`config.mk`:
```
export PLATFORM = sky130hd
export DESIGN_NAME = f2i_convert
export DESIGN_NICKNAME = d
export VERILOG_FILES = /design/src/rtl/f2i_pkg.sv /design/src/rtl/f2i_unpack.sv /design/src/rtl/f2i_round.sv /design/src/rtl/f2i_finish.sv /design/src/rtl/f2i_convert.sv
export SDC_FILE = /design/constraint.sdc
export NUM_CORES = 1
export LEC_CHECK = 0
export ABC_AREA = 1
export BUFFER_PORTS_ARGS = -buffer_cell sky130_fd_sc_hd__buf_2
export CELL_PAD_IN_SITES_DETAIL_PLACEMENT = 1
export CELL_PAD_IN_SITES_GLOBAL_PLACEMENT = 2
export CORE_ASPECT_RATIO = 0.75
export CORE_UTILIZATION = 35
export CTS_CLUSTER_SIZE = 12
export DETAILED_ROUTE_END_ITERATION = 8
export GPL_TIMING_DRIVEN = 0
export PLACE_DENSITY = 0.94
export SYNTH_ARGS = -nofsm -noshare
export SYNTH_HDL_FRONTEND = slang
export SYNTH_SLANG_ARGS = --single-unit
```
`constraint.sdc`:
```
create_clock -name clk -period 1 [get_ports clk]
set_input_delay 0.05 -clock clk [delete_from_list [all_inputs] [get_ports clk]]
set_output_delay 0.05 -clock clk [all_outputs]
set_load 0.01 [all_outputs]
```
`src/rtl/f2i_pkg.sv`:
```
package f2i_pkg;

   typedef enum logic [1:0] {
      RM_NEAREST = 2'd0,
      RM_UP      = 2'd1,
      RM_DOWN    = 2'd2,
      RM_ZERO    = 2'd3
   } rmode_e;

   typedef enum logic [1:0] {
      RNG_SMALL = 2'd0,
      RNG_MID   = 2'd1,
      RNG_BIG   = 2'd2
   } range_e;

   typedef struct packed {
      logic invalid;
      logic inexact;
      logic denorm;
   } flags_t;

endpackage

```
`src/rtl/f2i_unpack.sv`:
```
module f2i_unpack
   import f2i_pkg::*;
#(
   parameter int EXP_W = 8,
   parameter int MAN_W = 23,
   parameter int INT_W = 32,
   parameter int SH_W  = $clog2(INT_W + 1)
) (
   input  logic [EXP_W+MAN_W:0] bits,
   input  logic                 signed_mode,
   output logic                 sign_eff,
   output range_e               range,
   output logic                 nonzero,
   output logic                 denorm,
   output logic [SH_W-1:0]      shift,
   output logic [INT_W-1:0]     mant
);
   localparam int EW  = EXP_W + 2;
   localparam int PAD = INT_W - MAN_W - 1;
   localparam logic signed [EW-1:0] BIAS_S = EW'((1 << (EXP_W - 1)) - 1);
   localparam logic signed [EW-1:0] LIM_HI = EW'(INT_W);
   localparam logic signed [EW-1:0] LIM_LO = EW'(-1);
   localparam logic signed [EW-1:0] TOP_S  = EW'(INT_W - 1);

   logic                 sgn;
   logic [EXP_W-1:0]     exp_f;
   logic [MAN_W-1:0]     frac;
   logic                 is_nan;
   logic signed [EW-1:0] e_unb;

   assign sgn   = bits[EXP_W+MAN_W];
   assign exp_f = bits[EXP_W+MAN_W-1:MAN_W];
   assign frac  = bits[MAN_W-1:0];

   assign is_nan   = (&exp_f) && (|frac);
   assign sign_eff = sgn & ~(is_nan & ~signed_mode);
   assign nonzero  = (|exp_f) | (|frac);
   assign denorm   = (exp_f == '0) && (|frac);

   assign e_unb = $signed({2'b00, exp_f}) - BIAS_S;

   always_comb begin
      if (e_unb >= LIM_HI)      range = RNG_BIG;
      else if (e_unb >= LIM_LO) range = RNG_MID;
      else                      range = RNG_SMALL;
   end

   // distance from the integer LSB; meaningful only in the middle range
   assign shift = SH_W'(TOP_S - e_unb);
   assign mant  = {(|exp_f), frac, {PAD{1'b0}}};

endmodule

```
`src/rtl/f2i_round.sv`:
```
module f2i_round
   import f2i_pkg::*;
#(
   parameter int INT_W = 32,
   parameter int SH_W  = $clog2(INT_W + 1)
) (
   input  logic [INT_W-1:0] mant,
   input  logic [SH_W-1:0]  shift,
   input  logic             sign,
   input  rmode_e           rmode,
   output logic [INT_W-1:0] int_part,
   output logic [INT_W-1:0] rem,
   output logic             carry
);
   localparam logic [INT_W-1:0] HALF     = {1'b1, {(INT_W-1){1'b0}}};
   localparam logic [INT_W-1:0] HALF_LO  = {1'b0, {(INT_W-1){1'b1}}};
   localparam logic [INT_W-1:0] ALL_ONES = '1;

   logic [2*INT_W-1:0] wide;
   logic [INT_W-1:0]   incr;

   assign wide     = {mant, {INT_W{1'b0}}} >> shift;
   assign int_part = wide[2*INT_W-1:INT_W];
   assign rem      = wide[INT_W-1:0];

   always_comb begin
      incr = '0;
      unique case (rmode)
         RM_NEAREST: incr = int_part[0] ? HALF : HALF_LO;
         RM_ZERO:    incr = '0;
         RM_UP:      incr = sign ? '0 : ALL_ONES;
         RM_DOWN:    incr = sign ? ALL_ONES : '0;
         default:    incr = '0;
      endcase
   end

   // rem + incr leaves the word exactly when rem exceeds ~incr
   assign carry = (rem > ~incr);

endmodule

```
`src/rtl/f2i_finish.sv`:
```
module f2i_finish
   import f2i_pkg::*;
#(
   parameter int INT_W = 32
) (
   input  range_e           range,
   input  logic             signed_mode,
   input  logic             sign,
   input  logic             nonzero,
   input  logic             denorm,
   input  rmode_e           rmode,
   input  logic [INT_W-1:0] int_part,
   input  logic [INT_W-1:0] rem,
   input  logic             carry,
   output logic [INT_W-1:0] result,
   output flags_t           flags
);
   localparam logic [INT_W-1:0] ALL_ONES = '1;
   localparam logic [INT_W-1:0] S_MAX    = {1'b0, {(INT_W-1){1'b1}}};
   localparam logic [INT_W-1:0] S_MIN    = {1'b1, {(INT_W-1){1'b0}}};
   localparam logic [INT_W-1:0] ONE      = {{(INT_W-1){1'b0}}, 1'b1};

   logic [INT_W-1:0] bumped;
   logic [INT_W-1:0] s_lim;
   logic [INT_W-1:0] s_mag;

   assign bumped = (carry && int_part != ALL_ONES) ? int_part + ONE : int_part;
   assign s_lim  = sign ? S_MIN : S_MAX;

   always_comb begin
      result        = '0;
      flags.invalid = 1'b0;
      flags.inexact = 1'b0;
      flags.denorm  = denorm;
      s_mag         = '0;
      unique case (range)
         RNG_BIG: begin
            flags.invalid = 1'b1;
            if (signed_mode) result = s_lim;
            else             result = sign ? '0 : ALL_ONES;
         end
         RNG_MID: begin
            if (!signed_mode) begin
               flags.invalid = carry && (int_part == ALL_ONES);
               if (sign && bumped != '0) begin
                  result        = '0;
                  flags.invalid = 1'b1;
               end else begin
                  result        = bumped;
                  flags.inexact = (rem != '0);
               end
            end else begin
               if (bumped > s_lim) begin
                  s_mag         = s_lim;
                  flags.invalid = 1'b1;
               end else begin
                  s_mag         = bumped;
                  flags.inexact = (rem != '0);
               end
               result = sign ? (~s_mag + ONE) : s_mag;
            end
         end
         default: begin
            if (nonzero) begin
               flags.inexact = 1'b1;
               if (rmode == RM_UP && !sign) begin
                  result = ONE;
               end else if (rmode == RM_DOWN && sign) begin
                  if (signed_mode) result = ALL_ONES;
                  else             flags.invalid = 1'b1;
               end
            end
         end
      endcase
   end

endmodule

```
`src/rtl/f2i_convert.sv`:
```
module f2i_convert
   import f2i_pkg::*;
#(
   parameter int EXP_W = 8,
   parameter int MAN_W = 23,
   parameter int INT_W = 32
) (
   input  logic                 clk,
   input  logic                 rst_n,
   input  logic                 in_valid,
   input  logic [EXP_W+MAN_W:0] in_bits,
   input  logic                 in_signed,
   input  logic [1:0]           rnd_mode,
   input  logic                 force_rtz,
   output logic                 out_valid,
   output logic [INT_W-1:0]     out_int,
   output logic                 out_invalid,
   output logic                 out_inexact,
   output logic                 out_denorm
);
   localparam int SH_W = $clog2(INT_W + 1);
   localparam int TOPB = EXP_W + MAN_W;

   if (INT_W < MAN_W + 2) begin : g_chk_width
      $error("INT_W must exceed MAN_W + 1");
   end
   if (EXP_W < 3 || INT_W >= (1 << (EXP_W - 1))) begin : g_chk_exp
      $error("EXP_W too small for INT_W");
   end

   rmode_e           eff_mode;
   logic             sign_eff;
   range_e           range;
   logic             nonzero;
   logic             denorm;
   logic [SH_W-1:0]  shift;
   logic [INT_W-1:0] mant;
   logic [INT_W-1:0] int_part;
   logic [INT_W-1:0] rem;
   logic             carry;
   logic [INT_W-1:0] result;
   flags_t           flags;

   assign eff_mode = force_rtz ? RM_ZERO : rmode_e'(rnd_mode);

   f2i_unpack #(.EXP_W(EXP_W), .MAN_W(MAN_W), .INT_W(INT_W), .SH_W(SH_W)) i_unpack (
      .bits        (in_bits),
      .signed_mode (in_signed),
      .sign_eff    (sign_eff),
      .range       (range),
      .nonzero     (nonzero),
      .denorm      (denorm),
      .shift       (shift),
      .mant        (mant)
   );

   f2i_round #(.INT_W(INT_W), .SH_W(SH_W)) i_round (
      .mant     (mant),
      .shift    (shift),
      .sign     (sign_eff),
      .rmode    (eff_mode),
      .int_part (int_part),
      .rem      (rem),
      .carry    (carry)
   );

   f2i_finish #(.INT_W(INT_W)) i_finish (
      .range       (range),
      .signed_mode (in_signed),
      .sign        (sign_eff),
      .nonzero     (nonzero),
      .denorm      (denorm),
      .rmode       (eff_mode),
      .int_part    (int_part),
      .rem         (rem),
      .carry       (carry),
      .result      (result),
      .flags       (flags)
   );

   always_ff @(posedge clk or negedge rst_n) begin
      if (!rst_n) begin
         out_valid   <= 1'b0;
         out_int     <= '0;
         out_invalid <= 1'b0;
         out_inexact <= 1'b0;
         out_denorm  <= 1'b0;
      end else begin
         out_valid <= in_valid;
         if (in_valid) begin
            out_int     <= result;
            out_invalid <= flags.invalid;
            out_inexact <= flags.inexact;
            out_denorm  <= flags.denorm;
         end
      end
   end

   AST_VALID_LATENCY: assert property (@(posedge clk) disable iff (!rst_n)
      in_valid |=> out_valid);
   AST_IDLE_NO_VALID: assert property (@(posedge clk) disable iff (!rst_n)
      !in_valid |=> !out_valid);
   AST_SPECIAL_INVALID: assert property (@(posedge clk) disable iff (!rst_n)
      in_valid && (&in_bits[TOPB-1:MAN_W]) |=> out_invalid && !out_inexact);
   AST_UNS_NEG_ZERO: assert property (@(posedge clk) disable iff (!rst_n)
      in_valid && !in_signed && in_bits[TOPB] && !((&in_bits[TOPB-1:MAN_W]) && (|in_bits[MAN_W-1:0]))
      |=> out_int == '0);
   AST_DENORM_FLAG: assert property (@(posedge clk) disable iff (!rst_n)
      in_valid && (in_bits[TOPB-1:MAN_W] == '0) && (|in_bits[MAN_W-1:0]) |=> out_denorm);
   AST_ZERO_CLEAN: assert property (@(posedge clk) disable iff (!rst_n)
      in_valid && (in_bits[TOPB-1:0] == '0)
      |=> out_int == '0 && !out_invalid && !out_inexact && !out_denorm);

endmodule

```
# Word level (Yosys, flattened, before mapping)
# Index checks and enable logic that the tools add are counted.
# word_totals
regBits,36
# op_classes
muxes,32
bitwise_logic,7
reduce_logical,15
addsub,4
eq_ne,7
magnitude_cmp,4
shifts,1
# ops
operator,count
32-bit 2-to-1 mux,16
32-bit case mux with 4 select lines,1
"32-bit by 1-bit adder with 32-bit output, second input constant",2
32-bit > comparator,2
32-bit NOT,2
32-bit case mux with 2 select lines,1
32-bit nonzero test,2
64-bit by 6-bit right shift with 64-bit output,1
"32-bit equality test, second input constant",1
"32-bit inequality test, second input constant",1
23-bit OR reduction,1
"9-bit by 1-bit greater-or-equal comparator with 1-bit output, second input constant",1
"9-bit by 7-bit greater-or-equal comparator with 1-bit output, second input constant",1
"8-bit by 7-bit subtractor with 9-bit output, second input constant",1
8-bit logical NOT,1
1-bit 2-to-1 mux,8
2-bit 2-to-1 mux,4
8-bit AND reduction,1
8-bit OR reduction,1
1-bit logical AND,7
"2-bit equality test, second input constant",3
"6-bit subtractor, first input constant",1
"2-bit by 1-bit equality test with 1-bit output, second input constant",2
1-bit case mux with 2 select lines,2
5 further kinds,7

# Logic depth before layout (Yosys ltp)
# Gate-level depths: netlist of the first run.
# logic_depth
ltp_word,20
ltp_mapped,60
mapped_depth_nobuf,56

# Hierarchy
# A second synthesis of the first run with hierarchy kept.
# hier_totals
cells_unflattened,1891
hier_area_um2,10078.4
# modules_own_cells
mod,n_inst,area_per_inst_um2,cells_each
f2i_finish,1,4689.5,966
f2i_round,1,3280.6,654
f2i_convert,1,1420.1,151
f2i_unpack,1,688.2,120

# Least setup slack after synthesis of the first run
# OpenSTA, ideal clock, no wires.
# synth_timing
path_type,input to register
start,input port in_bits[23]
end,register out_int[28]
setup_ns,0.117
path_buffers,5
arrival_ns,6.584
stages,54
slack_ns,-5.701
path_cell_list,buf_2 -> inv_1 -> ha_1 -> buf_2 -> nand2_1 -> nand2_1 -> o21ai_0 -> nand2_1 -> nand2_4 -> nand3_2 -> nand2_2 -> nand2_1 -> ha_1 -> and3_1 -> nand3_1 -> nor2_2 -> nand3_1 -> nand3_1 -> (+18 left out) -> nand3_2 -> nand3_4 -> buf_2 -> buf_1 -> nand2_1 -> inv_1 -> ha_1 -> nand2_1 -> nor2_4 -> nand2_2 -> o21ai_4 -> nand2_1 -> nand2_1 -> nand3_1 -> nand2_1 -> nand2_1 -> nand2_1 -> nand2_1
# synth_between
elab_chain_cells,20
# synth_lines
item,line,text
start: declaration,f2i_convert.sv:11,"input logic [EXP_W+MAN_W:0] in_bits,"
"parallel branches: the longest is 19 deep, another holds 32-bit > comparator",--,
32-bit case mux with 2 select lines (*),f2i_finish.sv:36,unique case (range)
end signal: assignment,f2i_convert.sv:91,out_int <= result;
end: declaration,f2i_convert.sv:16,"output logic [INT_W-1:0] out_int,"
# Mark *: on every way between the ends. The select of a mux whose other input is x is not followed.
# A chain may end at the register's enable or synchronous reset.

# Worst setup path after layout of the first run
# layout_timing
start,input port in_bits[23]
end,register out_int[12]
# Same word-level chain as after synthesis.

==> results.md, run 1 <==
- Max_slew headroom: 30.3%
- Failing checks: setup timing
- Nets: 1754
- WP data required: between 1 and 1.5 ns
- Vias in the first global route: 10.7k
- #FFs+latches synth: 36
- Utilization after layout: just over 50%
- Ys flop type: dfrtp_1
- Antenna-violating nets left: 0
- Post-synth top area share: 17.5%
- Worst path buffer plus inverter count: 13
- Fmax: 144 MHz
- Largest net degree at the start of global routing: 37
- Clk slew on worst S/H paths: 0.06 ns
- Async S/R FF share, synth: 100%
- DR vias: 11.4k
- Comb pwr share: 72.7%
- Ports: 75
- Vias/cell: 5.84
- Most frequent cells in the layout: nand2_1 (323), nor2_1 (139), inv_1 (130), nand3_1 (121), buf_4 (99)
- Slew of the pin with the lowest slew margin: 1.04 ns
- Crit Path Max Fanout: 8
- Flop pwr share: 13.5%
- CTS buffer count: 5
- DPL Wire Length: 31100 µm
- Critical-path top delay cell: xor2_1
- H-tree depth: 2
- Power density cells: about 1100 mW/mm²
- Clock latency on the worst-skew pair: 0.28 ns
- Clock power share: 13.8%
- Initial antenna violation count: 0
- Worst slack, placed: -6.81 ns
- Mapped Nets: roughly 1.6k
- Die height: approximately 140 µm
- IO Port Bufs: 73
- GRT overflow: 0
- Final Cell Area: 0.0119 mm²
- Fill cells: 3068
- Top cell type by total area after synthesis: nand2_1
- Synth cell types: 62
- RSZ-0062 raised after global routing: true
- Top cells by area, synth: nand2_1 (17%), dfrtp_1 (11%), ha_1 (8.9%), nand3_1 (8.3%), nor2_1 (7.3%)
- Post-synth EDFFs: 0
- Die width: 181 µm
- CTS Buffer Depth: 2
- Internal Pwr Total: 6180 µW
- Sequential cell area fraction in the yosys report: 10.7%
- NetSw: about 6700 µW
- Crit-path max cell delay: 0.40 ns
- Critical path's top delay family: simple AND/OR/NAND/NOR gates
- Min cycle time layout: 6.93 ns
- CP endpoint kind: flip-flop
- Initial DRC Count: 1115
- Leakage power: 0.00585 µW
- Routed WL: approximately 43000 µm
- Synthesized cell area: 0.00840 mm²
- Total Power: 12900 µW
- VDD IR max: ~0.7 mV
- Routability cong.: about 0.96
- Period utilization: 693%
- Avg Cell Area, Syn: 5.74 µm²
- Critical path class: input port to flip-flop
- Placed Area: 0.00943 mm²
- CTS Root Cell: clkbuf_16
- Endpoints failing hold: 0
- CP arrival: between 7 and 8 ns
- Die Footprint: ~0.025 mm²
- Layout Skew: 0 ns
- Antenna cells: 0
- Synthesized instance count: ~1.5k
- Area Overhead vs Synth: 41.8%
- Row Count: between 40 and 50
- Max_cap viols: 0
- Pins Over Slew Limit: 0
- Clock sinks: 36
- Gr usage total: around 32%
- Synth warn: 0
- Initial Util: a little over a third
- Final setup vio count: 34
- Switch share: 52.0%
- Commonest non-fill, non-tap cell in the layout: nand2_1
- DRT Pass-1 Iters: 5
- Core ar.: approximately 0.023 mm²
- Share of layout cells above drive strength 1: 35.5%
- CTS tree: done
- Worst Hold Class: input port to flip-flop
- Final setup margin: -5.93 ns
- DRC Markers: 0
- Worst Hold Slack: 0.263 ns
- Startpoint types: input port
- Global-route wire length before repair: 61700 µm
- Drt wl/cell: approximately 22 µm
- Run status: finished with violations
-- sequential cells by signal (all words and copies together), names as in the netlist --
signal and flops:
out_denorm 1, out_int 32, out_inexact 1, out_valid 1, out_invalid 1
-- power by group through the flow --
| stage | logic (µW) | registers [µW] | clock network, µW |
|---|---|---|---|
| 5_1_grt | 9910 | 1760 | 1830 |
| 6_report | 9350 | 1740 | 1770 |
| 4_1_cts | 7930 | 1740 | 1780 |
| 2_1_floorplan | 4540 | 1830 | 0 |
| 3_3_place_gp | 6470 | 1750 | 0 |
| 3_5_place_dp | 6650 | 1760 | 0 |
-- cell families (layout without fill, tap and decap cells) --
| logic type | after synthesis | in the layout | share of synthesized area (%) |
|---|---|---|---|
| AOI/OAI and AO/OA | 236 | 236 | 16.3 |
| xor gates and xnor gates | 27 | 27 | 3.08 |
| adders and majority gates | 60 | 60 | 8.94 |
| buffers and inverters | 235 | 425 | 12.1 |
| DFF | 36 | 36 | 10.7 |
| muxes | 8 | 8 | 0.954 |
| and+or+nand+nor | 862 | 864 | 47.9 |
-- timing repair --
item,in CTS,in global routing
resized for setup,185,173
cloned,4,0
setup endpoints to repair,34,70
hold buffers,2,0
endpoints found under the hold margin,37,0
pin swaps,79,74
buffers inserted,76,30
-- final timing paths --
kind                                  start     endpoint  slack (ns)  depth (start not counted)
min in group asynchronous             rst_n   out_int[2]        0.31                          2
worst min-delay path            in_bits[28]   out_denorm        0.26                          6
max in group asynchronous             rst_n  out_int[16]        0.34                          2
worst max register to register  out_invalid  out_invalid        0.28                          1
worst min register to register  out_int[13]  out_int[13]        0.48                          2
worst max-delay path            in_bits[23]  out_int[12]       -5.93                         50
-- synthesized netlist by cell type (3+ instances only) --
| library cell | number |
|---|---|
| xor2_2 | 3 |
| mux2i_1 | 8 |
| o21ai_1 | 32 |
| nor2_4 | 6 |
| ha_1 | 60 |
| a31oi_1 | 8 |
| a21oi_1 | 71 |
| o21bai_1 | 6 |
| buf_4 | 4 |
| buf_6 | 12 |
| nand2_4 | 7 |
| nand4_1 | 33 |
| nand2_1 | 391 |
| nand3_2 | 14 |
| dfrtp_1 | 36 |
| nor3_1 | 10 |
| inv_2 | 26 |
| buf_1 | 5 |
| buf_2 | 22 |
| clkinv_1 | 4 |
| and3_1 | 4 |
| clkbuf_1 | 17 |
| inv_1 | 144 |
| nor4_1 | 16 |
| nor2_2 | 19 |
| a21o_1 | 6 |
| o21ai_2 | 6 |
| o22ai_1 | 7 |
| or2_2 | 6 |
| nor2_1 | 164 |
| o211ai_1 | 13 |
| nand3b_1 | 5 |
| nand3_1 | 140 |
| nand2_2 | 33 |
| o21ai_0 | 66 |
| xor2_1 | 24 |
| o311ai_1 | 3 |
-- through the flow --
step | std cells | setup TNS (ns)
2_1_floorplan | 1464 | -160.16
3_3_place_gp | 1837 | -215.80
3_5_place_dp | 1837 | -219.02
4_1_cts | 1927 | -180.39
5_1_grt | 1956 | -199.86
6_report | 1956 | -194.45
-- routing by layer --
metal	wire (µm)	GRT usage (%)	part of all wire (%)
met5	0	0	0
met3	4690	8.14	11
met1	19700	48.3	46
met4	805	5.75	1.9
met2	17900	45.7	42
-- area by class of cell --
| type | count | area (µm²) | area share, % |
|---|---|---|---|
| multi-input cells | 1195 | 7890 | 66.2 |
| repair buffers | 182 | 1350 | 11.3 |
| flip-flops and latches | 36 | 901 | 7.57 |
| inverters | 175 | 693 | 5.82 |
| plain buffers | 60 | 537 | 4.51 |
| well taps | 300 | 375 | 3.15 |
| clock buffers | 6 | 129 | 1.08 |
| clock inverters | 2 | 35.0 | 0.294 |
Power figures use the tool's default switching activity.
==> run 2: changes to the inputs <==
--- a/config.mk
+++ b/config.mk
@@ -5,12 +5,11 @@
 export SDC_FILE = /design/constraint.sdc
 export NUM_CORES = 1
 export LEC_CHECK = 0
-export ABC_AREA = 1
 export BUFFER_PORTS_ARGS = -buffer_cell sky130_fd_sc_hd__buf_2
 export CELL_PAD_IN_SITES_DETAIL_PLACEMENT = 1
 export CELL_PAD_IN_SITES_GLOBAL_PLACEMENT = 2
 export CORE_ASPECT_RATIO = 0.75
-export CORE_UTILIZATION = 35
+export CORE_UTILIZATION = 39
 export CTS_CLUSTER_SIZE = 12
 export DETAILED_ROUTE_END_ITERATION = 8
 export GPL_TIMING_DRIVEN = 0
==> run 2 against run 1 <==
  * The flow finishes with violations (hold timing, setup timing)
  * Largest power group unchanged
  * Flip-flop and latch count stayed put
  * First-iteration DRC count is 40% higher
  * Largest cell class unchanged
  * Final area is 0.74% lower
  * Clock-buffer cell count is 1 lower
  * Core utilization is 4.6 points higher
  * Clock power is 7% higher
  * Critical path type unchanged
  * Worst hold slack worse by 0.40 ns
  * Global-route usage is 8.6 points higher
==> results.md, run 2 <==
- Leakage power: 0.00470 µW (was 0.00585 µW)
- XOR/XNOR share of the synthesized area: 2.74% (was 3.08%)
- Synthesized instance count: 1137 (was 1464)
- Most frequent CP cell: buf_12
- CP arrival: 10.49 ns (was 7.08 ns)
- Number of flip-flops in the largest register: 32 (unchanged)
- Filler-free cell count of the finished design: 1627 (was 1956)
- CTS Root Cell: clkbuf_16 (unchanged)
- Ports: 75 (unchanged)
- CP endpoint kind: flip-flop (unchanged)
- Drt wl/cell: 29.6 µm (was 22.0 µm)
- Async S/R FF share, synth: 100% (unchanged)
- Layout Skew: 0 ns (unchanged)
- Crit-path max cell delay: 0.58 ns (was 0.40 ns)
- Initial Util: 39.9% (was 36.0%)
- Pins Over Slew Limit: 0 (unchanged)
- CTS tree: done (unchanged)
- Nets: 1437 (was 1754)
- Worst Hold Class: input port to asynchronous set/reset pin (was input port to flip-flop)
- Synthesized-area fraction occupied by adder cells: 9.21% (was 8.94%)
- Global-route wire length before repair: 68700 µm (was 61700 µm)
- Routed WL: 48200 µm (was 43100 µm)
- Sequential cell area fraction in the yosys report: 10.6% (was 10.7%)
- Commonest non-fill, non-tap cell in the layout: buf_4 (was nand2_1)
- RSZ-0062 raised after global routing: true (unchanged)
- Synth cell types: 104 (was 62)
- Mapped Nets: 1236 (was 1563)
- #FFs+latches synth: 36 (unchanged)
- CTS buffer count: 5 (unchanged)
- Sequential cell area: 901 µm² (unchanged)
- Final setup margin: -9.28 ns (was -5.93 ns)
- Min cycle time layout: 10.28 ns (was 6.93 ns)
- Startpoint types: input port (unchanged)
- GRT overflow: 0 (unchanged)
- VDD IR max: 0.883 mV (was 0.702 mV)
- Hold bufs inserted after CTS: 1 (was 2)
- Post-synth top area share: 10.6% (was 17.5%)
- Vias/cell: 7.13 (was 5.84)
- Largest Register: out_int (unchanged)
- Top cell type by total area after synthesis: dfrtp_1 (was nand2_1)
- Row Count: 46 (was 48)
- Critical path class: input port to flip-flop (unchanged)
- Commonest cells in the synthesized netlist: nor2_1 (112), nand2_1 (103), o21ai_0 (75), a21oi_1 (67), ha_1 (60) (was nand2_1 (391), nor2_1 (164), inv_1 (144), nand3_1 (140), a21oi_1 (71))
- Top cells by area, synth: dfrtp_1 (11%), ha_1 (8.9%), mux4_2 (5.8%), mux2i_1 (5.0%), nor2_1 (5.0%) (was nand2_1 (17%), dfrtp_1 (11%), ha_1 (8.9%), nand3_1 (8.3%), nor2_1 (7.3%))
- Routability cong.: 0.977 (was 0.959)
- Fmax: 97.3 MHz (was 144 MHz)
- Main combinational cell family by area after synthesis: simple AND/OR/NAND/NOR gates (unchanged)
- Multiplexer share of the synthesized area: 13.1% (was 0.954%)
- Most frequent cells in the layout: buf_4 (106), nor2_1 (103), nand2_1 (99), buf_2 (78), a21oi_1 (57) (was nand2_1 (323), nor2_1 (139), inv_1 (130), nand3_1 (121), buf_4 (99))
- Worst Hold Slack: -0.134 ns (was 0.263 ns)
- Power density cells: 1080 mW/mm² (about the same)
- H-tree depth: 2 (unchanged)
- Simple-Gate Fraction of Synth Area: 29.7% (was 47.9%)
- Max_cap viols: 0 (unchanged)
- Final setup vio count: 35 (was 34)
- Clock sinks: 36 (unchanged)
- Most common cell in the netlist: nor2_1 (was nand2_1)
- Post-synthesis compound-gate area fraction: 28.5% (was 16.3%)
- Initial antenna violation count: 0 (unchanged)
- Clock latency on the worst-skew pair: 0.30 ns (was 0.28 ns)
- Gr usage total: 40.8% (was 32.2%)
- Period utilization: 1030% (was 693%)
- Slew of the pin with the lowest slew margin: 1.18 ns (was 1.04 ns)
- Die width: 172 µm (was 181 µm)
- Clk slew on worst S/H paths: 0.07 ns (was 0.06 ns)
- Core ar.: 0.0212 mm² (was 0.0233 mm²)
- DR vias: 11.6k (was 11.4k)
- Worst slack, placed: -11.32 ns (was -6.81 ns)
- Run status: finished with violations (unchanged)
- IO Port Bufs: 67 (was 73)
- Antenna-violating nets left: 0 (unchanged)
- Die height: 130 µm (was 136 µm)
- DPL Wire Length: 32900 µm (was 31100 µm)
- Share of layout cells above drive strength 1: 36.4% (was 35.5%)
- WP data required: 1.21 ns (was 1.15 ns)
- Ys flop type: dfrtp_1 (unchanged)
- Initial DRC Count: 1559 (was 1115)
- Critical-path top delay cell: or4_4 (was xor2_1)
- Synthesized cell area: 0.00848 mm² (was 0.00840 mm²)
- Antenna cells: 0 (unchanged)
- DRC Markers: 0 (unchanged)
- Fill cells: 2549 (was 3068)
- Synth warn: 0 (unchanged)
- Area Overhead vs Synth: 39.3% (was 41.8%)
- Post-synth EDFFs: 0 (unchanged)
- Crit Path Max Fanout: 7 (was 8)
- Total Power: 12800 µW (was 12900 µW)
- Area of the multi-input gates: 0.00824 mm² (was 0.00789 mm²)
- Largest net degree at the start of global routing: 37 (unchanged)
- Endpoints failing hold: 36 (was 0)
- Failing checks: hold timing, setup timing (was setup timing)
- DRT Pass-1 Iters: 5 (unchanged)
- Vias in the first global route: 11.0k (was 10.7k)
- Die Footprint: 0.0223 mm² (was 0.0246 mm²)
- CTS Buffer Depth: 2 (unchanged)
- Avg Cell Area, Syn: 7.46 µm² (was 5.74 µm²)
- Max_slew headroom: 21.0% (was 30.3%)
- Placed cells: 1493 (was 1837)
[run 2: layer usage]
layer / track usage [%] / part of all wire (%)
met1: 58.4 / 43
met2: 58.3 / 41
met3: 14.6 / 13
met4: 8.54 / 3.1
met5: 0 / 0.089
[run 2: kinds of logic (layout without fill, tap and decap cells)]
family          count (synthesis)  in the layout
compound gates                353            353
xor+xnor                       24             24
fa+ha+maj                      63             63
buf+inv                       105            306
flops                          36             36
mux                            80             80
simple gates                  476            477
[run 2: repair_timing]
item	CTS	global route
endpoints found under the hold margin	37	36
cloned	4	0
setup buffers	92	35
endpoints found under the setup margin	35	35
pin swaps	56	48
gates resized for setup	163	94
[run 2: critical path, delay by kind of cell]
kind	cells	cell delay, ns
buffers and inverters	12	1.50
multiplexers	3	0.98
AND/OR/NAND/NOR	16	3.03
adder cells (fa/ha/maj)	4	0.96
AO/OA/AOI/OAI	20	3.95
[run 2: area by class of cell]
class / count / area share [%]
repair buffers: 197 / 12.7
inverters: 26 / 0.953
clock buffers: 5 / 1.06
clock inverters: 3 / 0.360
plain buffers: 75 / 4.58
flip-flops and latches: 36 / 7.62
multi-input cells: 997 / 69.7
well taps: 288 / 3.05
[run 2: through the flow]
step	area [µm²]	setup TNS [ns]	util, %
2_1_floorplan	8660	-246.91	-
3_3_place_gp	9360	-325.92	44.1
3_5_place_dp	9390	-330.57	44.2
4_1_cts	11100	-257.16	52.3
5_1_grt	11800	-273.83	55.6
6_report	11800	-267.83	55.6
[run 2: power by group]
part           internal (µW)  leakage [µW]  switching [µW]
Clock                   1170     0.0000798             717
Combinational           3550       0.00418            5610
Sequential              1640      0.000437             109
[run 2: final timing paths]
path,startpoint,to,slack (ns),cells after the start
max in group asynchronous,rst_n,out_int[29],0.56,1
min,rst_n,out_int[7],-0.13,1
min reg2reg,out_int[20],out_int[20],0.49,1
max reg2reg,out_int[21],out_int[21],0.13,2
min in group clk,in_valid,out_denorm,0.19,3
max,in_bits[23],out_int[30],-9.28,55
==> run 3: changes to the inputs <==
--- a/config.mk
+++ b/config.mk
@@ -9,11 +9,12 @@
 export CELL_PAD_IN_SITES_DETAIL_PLACEMENT = 1
 export CELL_PAD_IN_SITES_GLOBAL_PLACEMENT = 2
 export CORE_ASPECT_RATIO = 0.75
-export CORE_UTILIZATION = 39
+export CORE_UTILIZATION = 40
 export CTS_CLUSTER_SIZE = 12
 export DETAILED_ROUTE_END_ITERATION = 8
 export GPL_TIMING_DRIVEN = 0
-export PLACE_DENSITY = 0.94
+export PLACE_DENSITY = 0.95
 export SYNTH_ARGS = -nofsm -noshare
 export SYNTH_HDL_FRONTEND = slang
+export SYNTH_HIERARCHICAL = 1
 export SYNTH_SLANG_ARGS = --single-unit
==> run 3 against run 2 <==
  * The flow still finishes with violations (hold timing, setup timing)
  * Largest power group unchanged
  * Critical endpoint is now out_int[14]
  * Final area is 9.4% higher
  * Clock power down 11%
  * Area after synthesis increased by 8.2%
  * Maximum frequency increased by 28%
==> results.md, run 3 <==
- Commonest non-fill, non-tap cell in the layout: buf_4 (unchanged)
- Ports: 75 (unchanged)
- Die Footprint: 0.0236 mm² (was 0.0223 mm²)
- Vias/cell: 6.94 (was 7.13)
- Internal Pwr Total: 6720 µW (was 6360 µW)
- Worst Hold Class: input port to asynchronous set/reset pin (unchanged)
- IO Port Bufs: 73 (was 67)
- Comb pwr share: 74.8% (was 71.5%)
- H-tree depth: 2 (unchanged)
- Hold bufs inserted after CTS: 1 (unchanged)
- GRT overflow: 0 (unchanged)
- Worst slack, placed: -8.65 ns (was -11.32 ns)
- RSZ-0062 raised after global routing: true (unchanged)
- Worst path buffer plus inverter count: 10 (was 12)
- Gr usage total: 37.2% (was 40.8%)
- Initial DRC Count: 1598 (was 1559)
- Die height: 133 µm (was 130 µm)
- Largest Register: out_int (unchanged)
- Synth cell types: 96 (was 104)
- Largest net degree at the start of global routing: 37 (unchanged)
- Initial antenna violation count: 0 (unchanged)
- Failing checks: hold timing, setup timing (unchanged)
- Most common cell in the netlist: nand2_1 (was nor2_1)
- Clock power share: 12.5% (was 14.8%)
- Flop pwr share: 12.7% (was 13.7%)
- Initial Util: 41.2% (was 39.9%)
- Startpoint types: input port (unchanged)
- CTS Buffer Depth: 2 (unchanged)
- Max_cap viols: 0 (unchanged)
- Slew of the pin with the lowest slew margin: 1.07 ns (was 1.18 ns)
- Critical-path top delay cell: o21ai_0 (was or4_4)
- Critical path class: input port to flip-flop (unchanged)
- Sequential cell area fraction in the yosys report: 9.81% (was 10.6%)
- CP endpoint kind: flip-flop (unchanged)
- Row Count: 47 (was 46)
- Placed cells: 1567 (was 1493)
- DRC Markers: 0 (unchanged)
- Avg Cell Area, Syn: 7.69 µm² (was 7.46 µm²)
- Clock sinks: 36 (unchanged)
- Critical path's top delay family: compound AO/OA/AOI/OAI gates (unchanged)
- Core ar.: 0.0223 mm² (was 0.0212 mm²)
- Fill cells: 2599 (was 2549)
- CTS Root Cell: clkbuf_16 (unchanged)
- #FFs+latches synth: 36 (unchanged)
- Post-synth EDFFs: 0 (unchanged)
- R2R Path End: out_int[18] (was out_int[21])
- Routability cong.: 0.983 (was 0.977)
- Async S/R FF share, synth: 100% (unchanged)
- Drt wl/cell: 28.6 µm (was 29.6 µm)
- DR vias: 11.8k (was 11.6k)
- WP data required: 1.18 ns (was 1.21 ns)
- CP arrival: 8.24 ns (was 10.49 ns)
- Die width: 177 µm (was 172 µm)
- Area of the multi-input gates: 0.00896 mm² (was 0.00824 mm²)
- Top cell type by total area after synthesis: ha_1 (was dfrtp_1)
- Max_slew headroom: 28.2% (was 21.0%)
- Reg2reg start: out_int[18] (was out_int[21])
- Reg2Reg Setup Slack: 0.19 ns (was 0.13 ns)
- Power density cells: 1040 mW/mm² (was 1080 mW/mm²)
- Min cycle time layout: 8.06 ns (was 10.28 ns)
- Fmax: 124 MHz (was 97.3 MHz)
- Synthesized instance count: 1193 (was 1137)
- Area Overhead vs Synth: 40.9% (was 39.3%)
- Post-synth top area share: 10.1% (was 10.6%)
- Leakage power: 0.00547 µW (was 0.00470 µW)
- Clk slew on worst S/H paths: 0.05 ns (was 0.07 ns)
- Share of layout cells above drive strength 1: 40.9% (was 36.4%)
- NetSw: 6740 µW (was 6440 µW)
- Top cells by area, synth: ha_1 (10%), dfrtp_1 (9.8%), mux4_2 (5.9%), nand2_1 (5.4%), mux2_4 (5.1%) (was dfrtp_1 (11%), ha_1 (8.9%), mux4_2 (5.8%), mux2i_1 (5.0%), nor2_1 (5.0%))
- Final setup margin: -7.06 ns (was -9.28 ns)
- Period utilization: 806% (was 1030%)
- Nets: 1516 (was 1437)
- Ys flop type: dfrtp_1 (unchanged)
- VDD IR max: 0.661 mV (was 0.883 mV)
- Antenna-violating nets left: 0 (unchanged)
- Worst Hold Slack: -0.134 ns (about the same)
- DPL Wire Length: 32200 µm (was 32900 µm)
- Switch share: 50.1% (was 50.3%)
- Synthesized cell area: 0.00918 mm² (was 0.00848 mm²)
- Most frequent cells in the layout: buf_4 (131), nand2_1 (120), nor2_1 (95), buf_2 (73), ha_1 (54) (was buf_4 (106), nor2_1 (103), nand2_1 (99), buf_2 (78), a21oi_1 (57))
- DRT Pass-1 Iters: 7 (was 5)
- Setup tns final: -228.32 ns (was -267.83 ns)
- Endpoints failing hold: 36 (unchanged)
- Synth warn: 6 (was 0)
- Pins Over Slew Limit: 0 (unchanged)
- CTS tree: done (unchanged)
- Antenna cells: 0 (unchanged)
- Run status: finished with violations (unchanged)
- Sequential cell area: 901 µm² (unchanged)
- Number of flip-flops in the largest register: 32 (unchanged)
- Global-route wire length before repair: 67400 µm (was 68700 µm)
- Final setup vio count: 35 (unchanged)
- Crit-path max cell delay: 0.55 ns (was 0.58 ns)
- Clock latency on the worst-skew pair: 0.29 ns (was 0.30 ns)
- Routed WL: 48600 µm (was 48200 µm)
- R2R depth: 1 (was 2)
- Vias in the first global route: 11.2k (was 11.0k)
- Crit Path Max Fanout: 6 (was 7)
- Commonest cells in the synthesized netlist: nand2_1 (131), nor2_1 (108), ha_1 (74), a21oi_1 (70), o21ai_0 (63) (was nor2_1 (112), nand2_1 (103), o21ai_0 (75), a21oi_1 (67), ha_1 (60))
- Layout Skew: 0 ns (unchanged)
- CTS buffer count: 5 (unchanged)
- Filler-free cell count of the finished design: 1697 (was 1627)
==> run 3: through the flow <==
stage               util (%)  cell area (µm²)  total power, µW
finish                  58.0            12900            13500
detailed placement      46.7            10400             9000
floorplan                  -             9680             6800
CTS                     54.2            12100            12000
global route            58.0            12900            13900
global placement        46.7            10400             8800
==> run 3: layout make-up <==
type	count	share of cell area, %
plain buffers	106	6.69
flip-flops and latches	36	6.97
well taps	294	2.84
multi-input cells	1027	69.3
inverters	32	1.15
clock buffers	7	1.18
repair buffers	195	11.8
==> run 3: what timing repair did <==
item / CTS / global route
pin swaps: 59 / 55
setup buffers: 80 / 39
hold endpoints to repair: 37 / 36
gates cloned: 6 / 1
endpoints found under the setup margin: 35 / 35
gates resized for setup: 183 / 111
==> run 3: cells by family (layout without fill, tap and decap cells) <==
kind of cell             count (synthesis)  after routing  share of synthesized area [%]
buffers and inverters                  139            340                           8.38
XOR/XNOR                                27             27                           2.58
adder cells (fa/ha/maj)                 74             74                           10.1
AND/OR/NAND/NOR                        481            481                           26.7
multiplexers                           128            128                           20.0
flip-flops                              36             36                           9.81
AO/OA/AOI/OAI                          307            309                           22.4
other                                    1              8                         0.0409
==> run 3: how the worst max path moves through the flow <==
stage                     start     endpoint  slack, ns  depth (start not counted)
finish              in_bits[23]  out_int[14]      -7.06                         40
detailed placement  in_bits[23]  out_int[14]      -8.65                         42
global placement    in_bits[23]  out_int[14]      -8.49                         40
CTS                 in_bits[23]  out_int[14]      -6.43                         43
global route        in_bits[23]  out_int[14]      -7.13                         40
floorplan           in_bits[30]  out_int[14]      -6.23                         40
==> run 3: power groups by stage <==
| stage | Combinational, µW | Sequential, µW | Clock (µW) |
|---|---|---|---|
| finish | 10100 | 1710 | 1680 |
| CTS | 8630 | 1710 | 1680 |
| global route | 10500 | 1720 | 1750 |
| detailed placement | 7270 | 1730 | 0 |
| global placement | 7090 | 1720 | 0 |
| floorplan | 5010 | 1790 | 0 |
==> run 3: metal layers <==
metal / share of wire [%] / global-route usage, % / up-vias
met1: 42 / 54.1 / 5857
met5: 0 / 0.833 / -
met3: 12 / 10.5 / 165
met2: 43 / 54.8 / 824
met4: 2.6 / 5.75 / 0
li1: - / - / 4927
